`src/rtl/gpio_altfn_pkg.sv`:
```
package gpio_altfn_pkg;
  localparam int unsigned PORT_W = 8;
  localparam int unsigned ADDR_W = 3;

  typedef enum logic [ADDR_W-1:0] {
    OFF_DATA = 3'd0,
    OFF_DIR  = 3'd1,
    OFF_ASG  = 3'd2,
    OFF_CTL  = 3'd3
  } reg_off_e;
endpackage

```
`src/rtl/gpio_altfn_decode.sv`:
```
module gpio_altfn_decode
  import gpio_altfn_pkg::*;
#(
  parameter int unsigned W = PORT_W
) (
  input  logic              bus_sel,
  input  logic              bus_wr,
  input  logic [ADDR_W-1:0] bus_addr,
  input  logic              mode_periph,
  input  logic              mode_expanded,
  input  logic              emul_en,
  input  logic [W-1:0]      data_q,
  input  logic [W-1:0]      dir_q,
  input  logic [W-1:0]      asg_q,
  input  logic              pull_q,
  input  logic [W-1:0]      pin_in,
  output logic              wr_data_en,
  output logic              wr_dir_en,
  output logic              wr_asg_en,
  output logic              wr_ctl_en,
  output logic              ext_req,
  output logic [W-1:0]      bus_rdata
);
  logic unmapped;
  logic hit_data, hit_dir, hit_asg, hit_ctl;

  always_comb begin
    unmapped   = mode_periph | (mode_expanded & emul_en);
    hit_data   = bus_sel && (bus_addr == OFF_DATA);
    hit_dir    = bus_sel && (bus_addr == OFF_DIR);
    hit_asg    = bus_sel && (bus_addr == OFF_ASG);
    hit_ctl    = bus_sel && (bus_addr == OFF_CTL);
    wr_data_en = hit_data & bus_wr & ~unmapped;
    wr_dir_en  = hit_dir & bus_wr;
    wr_asg_en  = hit_asg & bus_wr;
    wr_ctl_en  = hit_ctl & bus_wr;
    ext_req    = hit_data & unmapped;
  end

  always_comb begin
    bus_rdata = '0;
    if (hit_data && !unmapped) bus_rdata = (dir_q & data_q) | (~dir_q & pin_in);
    else if (hit_dir)          bus_rdata = dir_q;
    else if (hit_asg)          bus_rdata = asg_q;
    else if (hit_ctl)          bus_rdata = {{(W-1){1'b0}}, pull_q};
  end
endmodule

```
`src/rtl/gpio_altfn_regs.sv`:
```
module gpio_altfn_regs
  import gpio_altfn_pkg::*;
#(
  parameter int unsigned W       = PORT_W,
  parameter logic [W-1:0] IN_ONLY = 8'h03
) (
  input  logic         clk,
  input  logic         rst_n,
  input  logic         wr_data_en,
  input  logic         wr_dir_en,
  input  logic         wr_asg_en,
  input  logic         wr_ctl_en,
  input  logic [W-1:0] wdata,
  output logic [W-1:0] data_q,
  output logic [W-1:0] dir_q,
  output logic [W-1:0] asg_q,
  output logic         pull_q
);
  logic [W-1:0] dir_d, asg_d;
  logic         pull_d;

  always_comb begin
    dir_d  = wr_dir_en ? (wdata & ~IN_ONLY) : dir_q;
    asg_d  = wr_asg_en ? wdata : asg_q;
    pull_d = wr_ctl_en ? wdata[0] : pull_q;
  end

  always_ff @(posedge clk or negedge rst_n) begin
    if (!rst_n) begin
      dir_q  <= '0;
      asg_q  <= '1;
      pull_q <= 1'b0;
    end else begin
      dir_q  <= dir_d;
      asg_q  <= asg_d;
      pull_q <= pull_d;
    end
  end

  // Data latch: input-only bits keep their value through reset.
  for (genvar i = 0; i < W; i++) begin : g_data
    logic bit_q;
    if (IN_ONLY[i]) begin : g_keep
      always_ff @(posedge clk) begin
        if (wr_data_en) bit_q <= wdata[i];
      end
    end else begin : g_clr
      always_ff @(posedge clk or negedge rst_n) begin
        if (!rst_n)          bit_q <= 1'b0;
        else if (wr_data_en) bit_q <= wdata[i];
      end
    end
    assign data_q[i] = bit_q;
  end
endmodule

```
`src/rtl/gpio_altfn_pinmux.sv`:
```
module gpio_altfn_pinmux
  import gpio_altfn_pkg::*;
#(
  parameter int unsigned  W         = PORT_W,
  parameter logic [W-1:0] IN_ONLY   = 8'h03,
  parameter logic [W-1:0] PULL_MASK = 8'h9F
) (
  input  logic [W-1:0] data_q,
  input  logic [W-1:0] dir_q,
  input  logic [W-1:0] asg_q,
  input  logic         pull_q,
  input  logic [W-1:0] alt_out,
  input  logic [W-1:0] alt_oe,
  output logic [W-1:0] pad_out,
  output logic [W-1:0] pad_oe,
  output logic [W-1:0] pad_pull_en
);
  for (genvar i = 0; i < W; i++) begin : g_pin
    if (IN_ONLY[i]) begin : g_in
      assign pad_out[i] = 1'b0;
      assign pad_oe[i]  = 1'b0;
    end else begin : g_io
      assign pad_out[i] = asg_q[i] ? alt_out[i] : data_q[i];
      assign pad_oe[i]  = asg_q[i] ? alt_oe[i]  : dir_q[i];
    end
    if (PULL_MASK[i]) begin : g_pull
      assign pad_pull_en[i] = pull_q & ~pad_oe[i];
    end else begin : g_nopull
      assign pad_pull_en[i] = 1'b0;
    end
  end
endmodule

```
`src/rtl/gpio_altfn_port.sv`:
```
module gpio_altfn_port
  import gpio_altfn_pkg::*;
#(
  parameter int unsigned  W         = PORT_W,
  parameter logic [W-1:0] IN_ONLY   = 8'h03,
  parameter logic [W-1:0] PULL_MASK = 8'h9F
) (
  input  logic              clk,
  input  logic              rst_n,
  input  logic              bus_sel,
  input  logic              bus_wr,
  input  logic [ADDR_W-1:0] bus_addr,
  input  logic [W-1:0]      bus_wdata,
  output logic [W-1:0]      bus_rdata,
  output logic              ext_req,
  input  logic              mode_periph,
  input  logic              mode_expanded,
  input  logic              emul_en,
  input  logic [W-1:0]      pin_in,
  input  logic [W-1:0]      alt_out,
  input  logic [W-1:0]      alt_oe,
  output logic [W-1:0]      pad_out,
  output logic [W-1:0]      pad_oe,
  output logic [W-1:0]      pad_pull_en
);
  logic [1:0]   rst_sync_q;
  logic         rst_n_int;
  logic [W-1:0] data_q, dir_q, asg_q;
  logic         pull_q;
  logic         wr_data_en, wr_dir_en, wr_asg_en, wr_ctl_en;

  // Asynchronous assert, synchronous release.
  always_ff @(posedge clk or negedge rst_n) begin
    if (!rst_n) rst_sync_q <= 2'b00;
    else        rst_sync_q <= {rst_sync_q[0], 1'b1};
  end
  assign rst_n_int = rst_sync_q[1];

  gpio_altfn_decode #(.W(W)) decode_i (
    .bus_sel(bus_sel), .bus_wr(bus_wr), .bus_addr(bus_addr),
    .mode_periph(mode_periph), .mode_expanded(mode_expanded), .emul_en(emul_en),
    .data_q(data_q), .dir_q(dir_q), .asg_q(asg_q), .pull_q(pull_q), .pin_in(pin_in),
    .wr_data_en(wr_data_en), .wr_dir_en(wr_dir_en), .wr_asg_en(wr_asg_en),
    .wr_ctl_en(wr_ctl_en), .ext_req(ext_req), .bus_rdata(bus_rdata)
  );

  gpio_altfn_regs #(.W(W), .IN_ONLY(IN_ONLY)) regs_i (
    .clk(clk), .rst_n(rst_n_int),
    .wr_data_en(wr_data_en), .wr_dir_en(wr_dir_en), .wr_asg_en(wr_asg_en),
    .wr_ctl_en(wr_ctl_en), .wdata(bus_wdata),
    .data_q(data_q), .dir_q(dir_q), .asg_q(asg_q), .pull_q(pull_q)
  );

  gpio_altfn_pinmux #(.W(W), .IN_ONLY(IN_ONLY), .PULL_MASK(PULL_MASK)) pinmux_i (
    .data_q(data_q), .dir_q(dir_q), .asg_q(asg_q), .pull_q(pull_q),
    .alt_out(alt_out), .alt_oe(alt_oe),
    .pad_out(pad_out), .pad_oe(pad_oe), .pad_pull_en(pad_pull_en)
  );
endmodule

```
`config.mk`:
```
export PLATFORM = sky130hd
export DESIGN_NAME = gpio_altfn_port
export DESIGN_NICKNAME = d
export VERILOG_FILES = /design/src/rtl/gpio_altfn_pkg.sv /design/src/rtl/gpio_altfn_decode.sv /design/src/rtl/gpio_altfn_regs.sv /design/src/rtl/gpio_altfn_pinmux.sv /design/src/rtl/gpio_altfn_port.sv
export SDC_FILE = /design/constraint.sdc
export NUM_CORES = 1
export LEC_CHECK = 0
export ABC_AREA = 1
export BUFFER_PORTS_ARGS = -buffer_cell sky130_fd_sc_hd__buf_2
export CORE_ASPECT_RATIO = 0.5
export CORE_UTILIZATION = 25
export DETAILED_ROUTE_END_ITERATION = 8
export GPL_TIMING_DRIVEN = 1
export HOLD_SLACK_MARGIN = 0.15
export SLEW_MARGIN = 20
export SYNTH_ARGS = -nofsm -noshare
export SYNTH_HDL_FRONTEND = slang
export SYNTH_SLANG_ARGS = --single-unit
```
`constraint.sdc`:
```
create_clock -name clk -period 1.3 [get_ports clk]
set_clock_uncertainty 0.2 [all_clocks]
set_input_delay 0.13 -clock clk [delete_from_list [all_inputs] [get_ports clk]]
set_output_delay 0.13 -clock clk [all_outputs]
set_load 0.1 [all_outputs]
```
== After elaboration in Yosys (flattened, before gate mapping) ==
Cells that the tools add are included.

* Register bits: 25
* Output and inout port bits: 33

* Bitwise logic cells: 21
* Multiplexer cells: 16
* Reduce and logical (&&, ||, !) cells: 7
* Equal/unequal tests: 3

{| class="wikitable"
|+ Operators with widths
! kind !! count
|-
| 8-bit 2-to-1 mux || 3
|-
| 8-bit bitwise AND || 2
|-
| 1-bit 2-to-1 mux || 13
|-
| 1-bit bitwise AND || 11
|-
| 8-bit inverter || 1
|-
| 8-bit bitwise OR || 1
|-
| 3-bit by 2-bit == test with 1-bit output, second input constant || 2
|-
| 1-bit logical AND || 5
|-
| 1-bit inverter || 5
|-
| 3-bit by 1-bit == test with 1-bit output, second input constant || 1
|-
| 3-bit logical NOT || 1
|-
| 1-bit logical NOT || 1
|-
| 1-bit bitwise OR || 1
|}

== Logic depth before layout (Yosys ltp) ==
Gate-level depths: netlist of run 1.

* Depth in word-level cells: 6
* Depth in mapped cells: 7
* Gate-level depth less buffers: 6

== By module ==
Synthesis of run 1 repeated with hierarchy kept, for this count alone.

* Cells, all modules: 241
* Area total of the unflattened synthesis: 1704.1 µm²

{| class="wikitable"
|+ By module, submodules not included
! module !! times used !! area each (µm²) !! cells an instance
|-
| gpio_altfn_regs || 1 || 937.1 || 102
|-
| gpio_altfn_decode || 1 || 445.4 || 82
|-
| gpio_altfn_pinmux || 1 || 267.8 || 54
|-
| gpio_altfn_port || 1 || 53.8 || 3
|}

== Worst setup path after synthesis of run 1 ==
OpenSTA, ideal clock, no wires.

* Kind: register to output
* Start point: reg regs_i.dir_q[2]
* End point: out pad_pull_en[2]
* Buffers on the path: 0
* Stages on the path, launching flop included: 4
* Data arrival time: 3.880 ns
* Slack: -2.910 ns
* Path through: dfrtp_1 inv_1 o21ai_0 nor2_1

* Longest elaborated chain between the ends: 3

{| class="wikitable"
|+ RTL lines
! element !! line !! source
|-
| start: declaration || gpio_altfn_regs.sv:15 || <nowiki>output logic [W-1:0] dir_q,</nowiki>
|-
| start signal: assignment || gpio_altfn_regs.sv:34 || <nowiki>dir_q <= dir_d;</nowiki>
|-
| 1-bit 2-to-1 mux || gpio_altfn_pinmux.sv:24 || <nowiki>assign pad_oe[i] = asg_q[i] ? alt_oe[i] : dir_q[i];</nowiki>
|-
| net pad_oe[2] || gpio_altfn_port.sv:23 || <nowiki>output logic [W-1:0] pad_oe,</nowiki>
|-
| 1-bit inverter || gpio_altfn_pinmux.sv:27 || <nowiki>assign pad_pull_en[i] = pull_q & ~pad_oe[i];</nowiki>
|-
| 1-bit bitwise AND || gpio_altfn_pinmux.sv:27 ||
|-
| end: declaration || gpio_altfn_port.sv:24 || <nowiki>output logic [W-1:0] pad_pull_en</nowiki>
|}

The timed path passes the listed nets, and every way through them passes these cells.

== Worst setup path after layout of run 1 ==
* Start point: reg regs_i.asg_q[2]
* End point: out pad_pull_en[2]

* Longest elaborated chain between the ends: 3

{| class="wikitable"
|+ RTL lines
! element !! line !! source
|-
| start: declaration || gpio_altfn_regs.sv:16 || <nowiki>output logic [W-1:0] asg_q,</nowiki>
|-
| start signal: assignment || gpio_altfn_regs.sv:35 || <nowiki>asg_q <= asg_d;</nowiki>
|-
| 1-bit 2-to-1 mux || gpio_altfn_pinmux.sv:24 ||
|-
| 1-bit inverter || gpio_altfn_pinmux.sv:27 ||
|-
| 1-bit bitwise AND || gpio_altfn_pinmux.sv:27 ||
|}

No other way between the ends.

==> flow_metrics.py, run 1 <==
metrics = {
    "clocking": {
        "cts_max_path_buffers": 2,
        "clockRootBuffer": "clkbuf_16",
        "worstSkewPairLatency_ns": 0.25,
        "ctsHtreeMaxLevel": 1,
        "clk_pin_slew_ns": 0.06,
        "cts_tree": "yes",
        "cts.sinks": 23,
        "cts_buffers": 3,
    },
    "cells_and_area": {
        "layout.cells.non_filler": 398,
        "final_nets": 368,
        "antenna_cells": 0,
        "fin_util_pct": 58.07,
        "area_growth_pct": 118.1,
        "layout_commonest_cell": "nand2_1",
        "final_cell_mix": "49 x nand2_1, 41 x buf_4, 36 x buf_2, 30 x buf_12",
        "layout-drive-gt1-share_pct": 59.69,
    },
    "die": {
        "initial_utilization_pct": 26.63,
        "pin_count": 75,
        "die_w_um": 111.6,
        "row_count": 19,
        "core_um2": 5634,
        "die_height_um": 56.78,
        "die_area_um2": 6333,
    },
    "place": {
        "numPortBuffers": 64,
        "dp.final_hpwl_um": 4046,
        "dp.cells": 379,
        "place_congestion": 0.7724,
    },
    "yosys": {
        "syn-instance-count": 202,
        "yosysUniqueCellTypes": 20,
        "syn_area_um2": 1500,
        "synth_area_per_cell_um2": 7.427,
        "yosysSeqAreaShare_pct": 39.03,
        "synth.area.top_cells": "dfrtp_1 25%, nand2_1 17%, dfstp_2 14%",
        "synth_top_cell_by_area": "dfrtp_1",
        "yosys_warnings": 0,
        "synth_seq_cells": 23,
        "netlist.area_leader.share_pct": 25.02,
    },
    "critical_path": {
        "crit_fanout": 6,
        "cp-start-kind": "flip-flop",
        "critPathArrivalTime_ns": 1.32,
        "required_ns": 0.97,
        "worst_setup_path_end_kind": "primary output",
        "crit_type": "reg2out",
    },
    "timing": {
        "min_period_over_period_pct": 126.9,
        "finalHoldViolations": 0,
        "slew_violations": 0,
        "setup_viol": 26,
        "min_period_ns": 1.650,
        "worst_slack_ns": -0.3497,
        "grt_setup_unrepaired": "yes",
        "fmax_mhz": 606.2,
    },
    "outcome": {
        "outcome": "finished with violations",
        "violations": "design-rule violations, negative setup slack",
    },
    "routing": {
        "final_antenna_net_count": 0,
        "routed_wl_um": 5327,
        "drcViolationCount": 8,
        "routedWlPerCell_um": 13.38,
        "vias": 1822,
        "vias_per_cell": 4.578,
        "firstDrtPassIters": 7,
        "drtIter0Drc": 57,
    },
    "power": {
        "total_power_uw": 4927,
        "vdd_drop_max_uv": 697.0,
        "leakagePower_uw": 0.001614,
        "power.density_nw_per_um2": 1506,
    },
    "global_route": {
        "grt_max_degree": 22,
        "grtUsageTotal_pct": 17.17,
        "antenna_found_initial": 0,
        "grt_pass1_vias": 1737,
        "grt_pass1_wl_um": 8493,
        "overflow": 0,
    },
    "hold_path": {
        "hp-class": "in2reg",
    },
    "job": {
        "max-cap-violations": 0,
    },
}
-- synthesized netlist by cell type --
cell / instances
nand2_1: 68
o21ai_0: 28
inv_1: 20
nand3_1: 20
dfrtp_1: 15
buf_4: 9
nand4_1: 9
dfstp_2: 8
o21bai_1: 6
nor2_1: 4
nor2_4: 3
buf_6: 2
conb_1: 2
nor2_8: 2
a21oi_1: 1
buf_2: 1
inv_2: 1
nand2_4: 1
nand3_2: 1
nand4_4: 1
-- sequential cells by signal, summed over array words and instances (netlist names) --
register / flops
regs_i.g_data.bit_q: 6
rst_sync_q: 2
regs_i.dir_q: 6
regs_i.pull_q: 1
regs_i.asg_q: 8
-- cell type report --
| class | instances | area [µm²] |
|---|---|---|
| Inverter | 21 | 78.83 |
| Sequential cell | 23 | 585.6 |
| Timing Repair Buffer | 126 | 1287 |
| Fill cell | 463 | 2362 |
| Clock buffer | 4 | 78.83 |
| Multi-Input combinational cell | 151 | 1150 |
| Tap cell | 73 | 91.34 |
-- cell families (layout without fill, tap and decap cells) --
| group | Yosys count | in the layout | share of synthesized area [%] |
|---|---|---|---|
| AND/OR/NAND/NOR | 109 | 109 | 36.20 |
| other | 2 | 7 | 0.5006 |
| buffers and inverters | 33 | 151 | 11.59 |
| flip-flops | 23 | 23 | 39.03 |
| AO/OA/AOI/OAI | 35 | 35 | 12.68 |
-- per-layer routing --
layer / track usage, % / part of all wire [%] / up-vias / routed length (µm)
met2: 29.64 / 51 / 54 / 2707
li1: - / - / 896 / -
met4: 3.475 / 0.75 / 0 / 40
met5: 0 / 0 / - / 0
met1: 22.40 / 43 / 868 / 2307
met3: 3.456 / 5.1 / 4 / 272
-- worst max-delay path, stage by stage (launching register included) --
cell     delay [ns]
dfstp_2        0.63
nand2_2        0.09
o21ai_4        0.10
nor2_4         0.05
buf_12         0.17
-- path summary, 6_finish.rpt --
check	from	slack, ns	endpoint	depth (start not counted)
worst max-delay path	regs_i.asg_q[2]	-0.35	pad_pull_en[2]	4
worst min-delay path	bus_addr[1]	0.15	regs_i.pull_q	4
worst max register to register	rst_sync_q[1]	0.06	regs_i.asg_q[0]	2
worst min register to register	rst_sync_q[0]	0.15	rst_sync_q[1]	0
max in group asynchronous	rst_sync_q[1]	0.06	regs_i.asg_q[0]	2
min in group asynchronous	rst_n	0.52	rst_sync_q[1]	3
-- through the flow --
step / hold WS [ns] / setup slack, ns / TNS [ns] / area (µm²)
floorplan: -0.3656 / -0.3809 / -3.533 / 1839
global placement: -0.2835 / -0.1283 / -2.153 / 2939
detailed placement: -0.2825 / -0.1723 / -2.999 / 2939
CTS: 0.1546 / -0.3416 / -6.996 / 3178
global route: 0.1587 / -0.3898 / -8.096 / 3272
finish: 0.1505 / -0.3497 / -7.101 / 3272
-- where the power goes --
part | leakage [µW] | internal (µW) | switching [µW]
clock | 0.0000382 | 418 | 249
combinational | 0.00131 | 1230 | 1990
sequential | 0.000262 | 902 | 147
-- repair_timing --
item,in CTS,in global routing
hold buffers,12,0
pin swaps,3,24
setup buffers,1,5
hold endpoints to repair,36,0
setup endpoints to repair,26,28
resized for setup,13,31
No activity file was read; power rests on OpenSTA's default activity.
==> run 2, diff against run 1 <==
--- a/config.mk
+++ b/config.mk
@@ -12,6 +12,7 @@
 export DETAILED_ROUTE_END_ITERATION = 8
 export GPL_TIMING_DRIVEN = 1
 export HOLD_SLACK_MARGIN = 0.15
+export PLACE_DENSITY = 0.55
 export SLEW_MARGIN = 20
 export SYNTH_ARGS = -nofsm -noshare
 export SYNTH_HDL_FRONTEND = slang
==> constraint.sdc (replaced) <==
create_clock -name clk -period 2 [get_ports clk]
set_clock_uncertainty 0.2 [all_clocks]
set_input_delay 0.2 -clock clk [delete_from_list [all_inputs] [get_ports clk]]
set_output_delay 0.2 -clock clk [all_outputs]
set_load 0.1 [all_outputs]
==> flow_metrics.py, run 2 (synthesis results as in run 1) <==
metrics = {
    "outcome": {
        "outcome": "finished with violations",
        "violations": "design-rule violations",
    },
    "timing": {
        "final.setup.tns_ns": 0,
        "finalHoldViolations": 0,
        "grt_setup_unrepaired": "no",
        "min_period_over_period_pct": 95.78,
        "fmax_mhz": 522.0,
        "slew_violations": 0,
        "fin_hold_ws_ns": 0.1532,
        "setup_viol": 0,
        "min_period_ns": 1.916,
    },
    "cells_and_area": {
        "area_growth_pct": 53.21,
        "fin_util_pct": 40.79,
        "antenna_cells": 0,
        "final_area_um2": 2298,
        "largest-register": "regs_i.asg_q",
        "largest_reg_flops": 8,
        "final_nets": 324,
        "layout-drive-gt1-share_pct": 37.72,
        "final_cell_mix": "68 x nand2_1, 56 x buf_2, 20 x inv_1, 20 x nand3_1",
        "layout_commonest_cell": "nand2_1",
        "top_regs": "regs_i.asg_q: 8 flops, regs_i.dir_q: 6 flops, regs_i.g_data.bit_q: 6 flops",
    },
    "critical_path": {
        "cp_slowest_cell": "dfstp_2",
        "slowest_delay_ns": 0.61,
        "critPathArrivalTime_ns": 1.52,
        "crit_type": "reg2out",
        "worst_setup_path_end_kind": "primary output",
        "path_cells": "nand2_1 -> o21ai_4 -> buf_2",
        "required_ns": 1.60,
        "crit_fanout": 6,
        "cp-start-kind": "flip-flop",
    },
    "die": {
        "initial_utilization_pct": 26.63,
        "die_height_um": 56.78,
        "die_area_um2": 6333,
        "core_um2": 5634,
        "pin_count": 75,
        "die_w_um": 111.6,
        "row_count": 19,
    },
    "global_route": {
        "overflow": 0,
        "grt_max_degree": 22,
        "grt_pass1_wl_um": 7293,
        "grt_pass1_vias": 1528,
        "grtUsageTotal_pct": 14.81,
        "antenna_found_initial": 0,
    },
    "routing": {
        "routedWlPerCell_um": 12.63,
        "vias_per_cell": 4.508,
        "final_antenna_net_count": 0,
        "routed_wl_um": 4470,
        "drcViolationCount": 4,
        "drtIter0Drc": 68,
        "firstDrtPassIters": 9,
        "vias": 1596,
    },
    "clocking": {
        "clk_pin_slew_ns": 0.06,
        "ctsHtreeMaxLevel": 1,
        "clockRootBuffer": "clkbuf_16",
        "cts_buffers": 3,
        "cts.sinks": 23,
        "post_cts_resize_count": 0,
        "cts_max_path_buffers": 2,
        "cts_tree": "yes",
        "worstSkewPairLatency_ns": 0.25,
    },
    "power": {
        "power.switching_uw": 1341,
        "total_power_uw": 2472,
        "vdd_drop_max_uv": 310.2,
        "power_frac_clock_pct": 17.4,
        "power.density_nw_per_um2": 1075,
        "leakagePower_uw": 0.001143,
        "p_seq_share_pct": 27.2,
        "power_frac_comb_pct": 55.4,
        "intPower_uw": 1130,
        "p_sw_share_pct": 54.27,
    },
    "place": {
        "dp.final_hpwl_um": 3300,
        "place_congestion": 0.7461,
        "placed_area_um2": 2090,
        "numPortBuffers": 64,
    },
    "hold_path": {
        "hp-class": "reg2reg",
    },
    "job": {
        "max-cap-violations": 0,
    },
}
==> run 2: final timing paths <==
| kind | startpoint | endpoint | slack (ns) | cells after the start |
|---|---|---|---|---|
| max | regs_i.asg_q[4] | pad_oe[4] | 0.08 | 3 |
| min | rst_sync_q[0] | rst_sync_q[1] | 0.15 | 0 |
| max reg2reg | rst_sync_q[1] | regs_i.asg_q[4] | 0.78 | 2 |
| min reg2reg | rst_sync_q[0] | rst_sync_q[1] | 0.15 | 0 |
| max in group asynchronous | rst_sync_q[1] | regs_i.asg_q[4] | 0.78 | 2 |
| min in group asynchronous | rst_sync_q[1] | regs_i.dir_q[5] | 0.54 | 2 |
==> run 2: cell type report <==
| type | instances | area [µm²] |
|---|---|---|
| multi-input cells | 151 | 855.8 |
| flip-flops and latches | 23 | 585.6 |
| repair buffers | 82 | 608.1 |
| fillers | 562 | 3336 |
| well taps | 73 | 91.34 |
| clock buffers | 4 | 78.83 |
| inverters | 21 | 78.83 |
==> run 2: power groups by stage <==
stage                     registers, µW  clock network (µW)  logic [µW]
after floorplan                     665                   0        1180
after global placement              676                   0        1340
after detailed placement            679                   0        1350
after CTS                           671                 441        1380
after global routing                687                 458        1440
final                               672                 431        1370
==> run 2: critical path: cells and delay by family (launching register included) <==
family                 cells  cell delay, ns
DFF                        1            0.61
AOI/OAI and AO/OA          1            0.09
buffers and inverters      1            0.45
and+or+nand+nor            1            0.11
==> run 2: timing repair <==
action | CTS | global route
hold buffers | 13 | 0
setup buffers | 0 | 0
hold endpoints to repair | 36 | 0
==> run 2: layer usage <==
layer / vias to the layer above / global-route usage [%] / share of wire (%)
li1: 808 / - / -
met1: 748 / 20.42 / 48
met2: 38 / 24.02 / 46
met3: 2 / 2.808 / 5.3
met4: 0 / 3.475 / 0.65
met5: - / 0 / 0
==> run 2: through the flow <==
| stage | std cells | setup WS (ns) |
|---|---|---|
| floorplan | 207 | -0.2066 |
| global placement | 337 | 0.2824 |
| detailed placement | 337 | 0.2885 |
| CTS | 354 | 0.07589 |
| global route | 354 | 0.03566 |
| finish | 354 | 0.08446 |
==> run 3, diff against run 2 <==
--- a/config.mk
+++ b/config.mk
@@ -7,12 +7,14 @@
 export LEC_CHECK = 0
 export ABC_AREA = 1
 export BUFFER_PORTS_ARGS = -buffer_cell sky130_fd_sc_hd__buf_2
+export CELL_PAD_IN_SITES_DETAIL_PLACEMENT = 1
+export CELL_PAD_IN_SITES_GLOBAL_PLACEMENT = 2
 export CORE_ASPECT_RATIO = 0.5
 export CORE_UTILIZATION = 25
 export DETAILED_ROUTE_END_ITERATION = 8
 export GPL_TIMING_DRIVEN = 1
 export HOLD_SLACK_MARGIN = 0.15
-export PLACE_DENSITY = 0.55
+export PLACE_DENSITY = 0.9
 export SLEW_MARGIN = 20
 export SYNTH_ARGS = -nofsm -noshare
 export SYNTH_HDL_FRONTEND = slang
==> flow_metrics.py, run 3 (synthesis results as in run 1) <==
metrics = {
    "power": {
        "leakagePower_uw": 0.001144,
        "p_sw_share_pct": 54.73,
        "total_power_uw": 2504,
        "power_frac_comb_pct": 55.3,
        "intPower_uw": 1133,
        "power_frac_clock_pct": 17.3,
        "vdd_drop_max_uv": 333.6,
        "p_seq_share_pct": 27.3,
        "power.switching_uw": 1370,
        "power.density_nw_per_um2": 1088,
    },
    "routing": {
        "routedWlPerCell_um": 14.62,
        "vias_per_cell": 4.754,
        "drcViolationCount": 8,
        "drtIter0Drc": 75,
        "final_antenna_net_count": 0,
        "firstDrtPassIters": 7,
        "routed_wl_um": 5177,
        "vias": 1683,
    },
    "critical_path": {
        "path_cells": "nand2_1 -> o21ai_4 -> buf_2",
        "cp_slowest_cell": "dfstp_2",
        "path_buf_inv": 1,
        "crit_fanout": 6,
        "path_delay_family": "flip-flops",
        "slowest_delay_ns": 0.62,
        "required_ns": 1.60,
        "worst_setup_path_end_kind": "primary output",
        "cp-start-kind": "flip-flop",
        "r2r_slack_ns": 0.77,
        "critPathArrivalTime_ns": 1.52,
        "crit_type": "reg2out",
    },
    "place": {
        "numPortBuffers": 64,
        "dp.final_hpwl_um": 3818,
        "dp_slack_ns": 0.2515,
        "place_congestion": 0.7403,
        "placed_area_um2": 2090,
    },
    "clocking": {
        "cts_setup_buffers": 0,
        "cts_tree": "yes",
        "cts_max_path_buffers": 2,
        "clk_pin_slew_ns": 0.06,
        "worstSkewPairLatency_ns": 0.25,
        "clockRootBuffer": "clkbuf_16",
        "cts.sinks": 23,
        "ctsHtreeMaxLevel": 1,
        "cts_buffers": 3,
    },
    "outcome": {
        "violations": "design-rule violations",
        "outcome": "finished with violations",
    },
    "cells_and_area": {
        "final_cell_mix": "68 x nand2_1, 55 x buf_2, 20 x inv_1, 20 x nand3_1",
        "antenna_cells": 0,
        "top_regs": "regs_i.asg_q: 8 flops, regs_i.dir_q: 6 flops, regs_i.g_data.bit_q: 6 flops",
        "largest_reg_flops": 8,
        "final_nets": 324,
        "largest-register": "regs_i.asg_q",
        "final_area_um2": 2301,
        "area_growth_pct": 53.38,
        "layout_commonest_cell": "nand2_1",
        "layout-drive-gt1-share_pct": 37.72,
    },
    "timing": {
        "min_period_over_period_pct": 96.24,
        "worst_slack_ns": 0.07513,
        "grt_setup_unrepaired": "no",
        "slew_violations": 0,
        "finalHoldViolations": 0,
        "fmax_mhz": 519.5,
        "min_period_ns": 1.925,
        "setup_viol": 0,
    },
    "hold_path": {
        "hp-class": "reg2reg",
    },
    "global_route": {
        "grt_max_degree": 22,
        "overflow": 0,
        "grtUsageTotal_pct": 17.50,
        "grt_pass1_vias": 1782,
        "grt_pass1_wl_um": 8611,
        "antenna_found_initial": 0,
    },
    "die": {
        "row_count": 19,
        "core_um2": 5634,
        "die_height_um": 56.78,
        "die_w_um": 111.6,
        "die_area_um2": 6333,
        "pin_count": 75,
        "initial_utilization_pct": 26.63,
    },
    "job": {
        "max-cap-violations": 0,
    },
}
[run 3: changes by cell type in the layout (fill, tap and decap cells not counted)]
cell and delta:
buf_2 -1, clkbuf_4 +1
[run 3: layout make-up]
class	count	area, µm²
Fill cell	696	3333
Multi-Input combinational cell	151	855.8
Timing Repair Buffer	82	610.6
Sequential cell	23	585.6
Tap cell	73	91.34
Clock buffer	4	78.83
Inverter	21	78.83
[run 3: metal layers]
metal  GRT usage [%]  routed length [µm]  share of wire [%]  up-vias
met5               0                   0                  0        -
met4           7.336                  93                1.8        0
met3           3.564                 288                5.6        6
met2           30.71                2533                 49       57
met1           21.13                2262                 44      810
li1                -                   -                  -      810
[run 3: power groups by stage]
stage               clock network [µW]  logic (µW)  registers [µW]
finish                             434        1390             684
global route                       460        1450             701
CTS                                437        1390             684
detailed placement                   0        1370             690
global placement                     0        1350             684
floorplan                            0        1180             665
[run 3: metrics by stage]
stage               utilization [%]  hold WS [ns]  setup TNS (ns)  instances
finish                        40.84        0.1615               0        354
global route                  40.84        0.1742               0        354
CTS                           40.79        0.1691               0        354
detailed placement            37.09       -0.2116               0        337
global placement              37.09       -0.2151               0        337
floorplan                         -       -0.2956         -0.3441        207
[run 3: final timing paths]
| kind | startpoint | endpoint | cells after the start |
|---|---|---|---|
| worst max-delay path | regs_i.asg_q[3] | pad_oe[3] | 3 |
| worst min-delay path | rst_sync_q[0] | rst_sync_q[1] | 0 |
| worst max register to register | rst_sync_q[1] | regs_i.asg_q[3] | 2 |
| worst min register to register | rst_sync_q[0] | rst_sync_q[1] | 0 |
| max in group asynchronous | rst_sync_q[1] | regs_i.asg_q[3] | 2 |
| min in group asynchronous | rst_sync_q[1] | regs_i.g_data[5].bit_q | 2 |
[run 3: timing repair]
action                                  CTS  global route
hold buffers                             13             0
resized for setup                         0             1
endpoints found under the setup margin    0             1
endpoints found under the hold margin    36             0
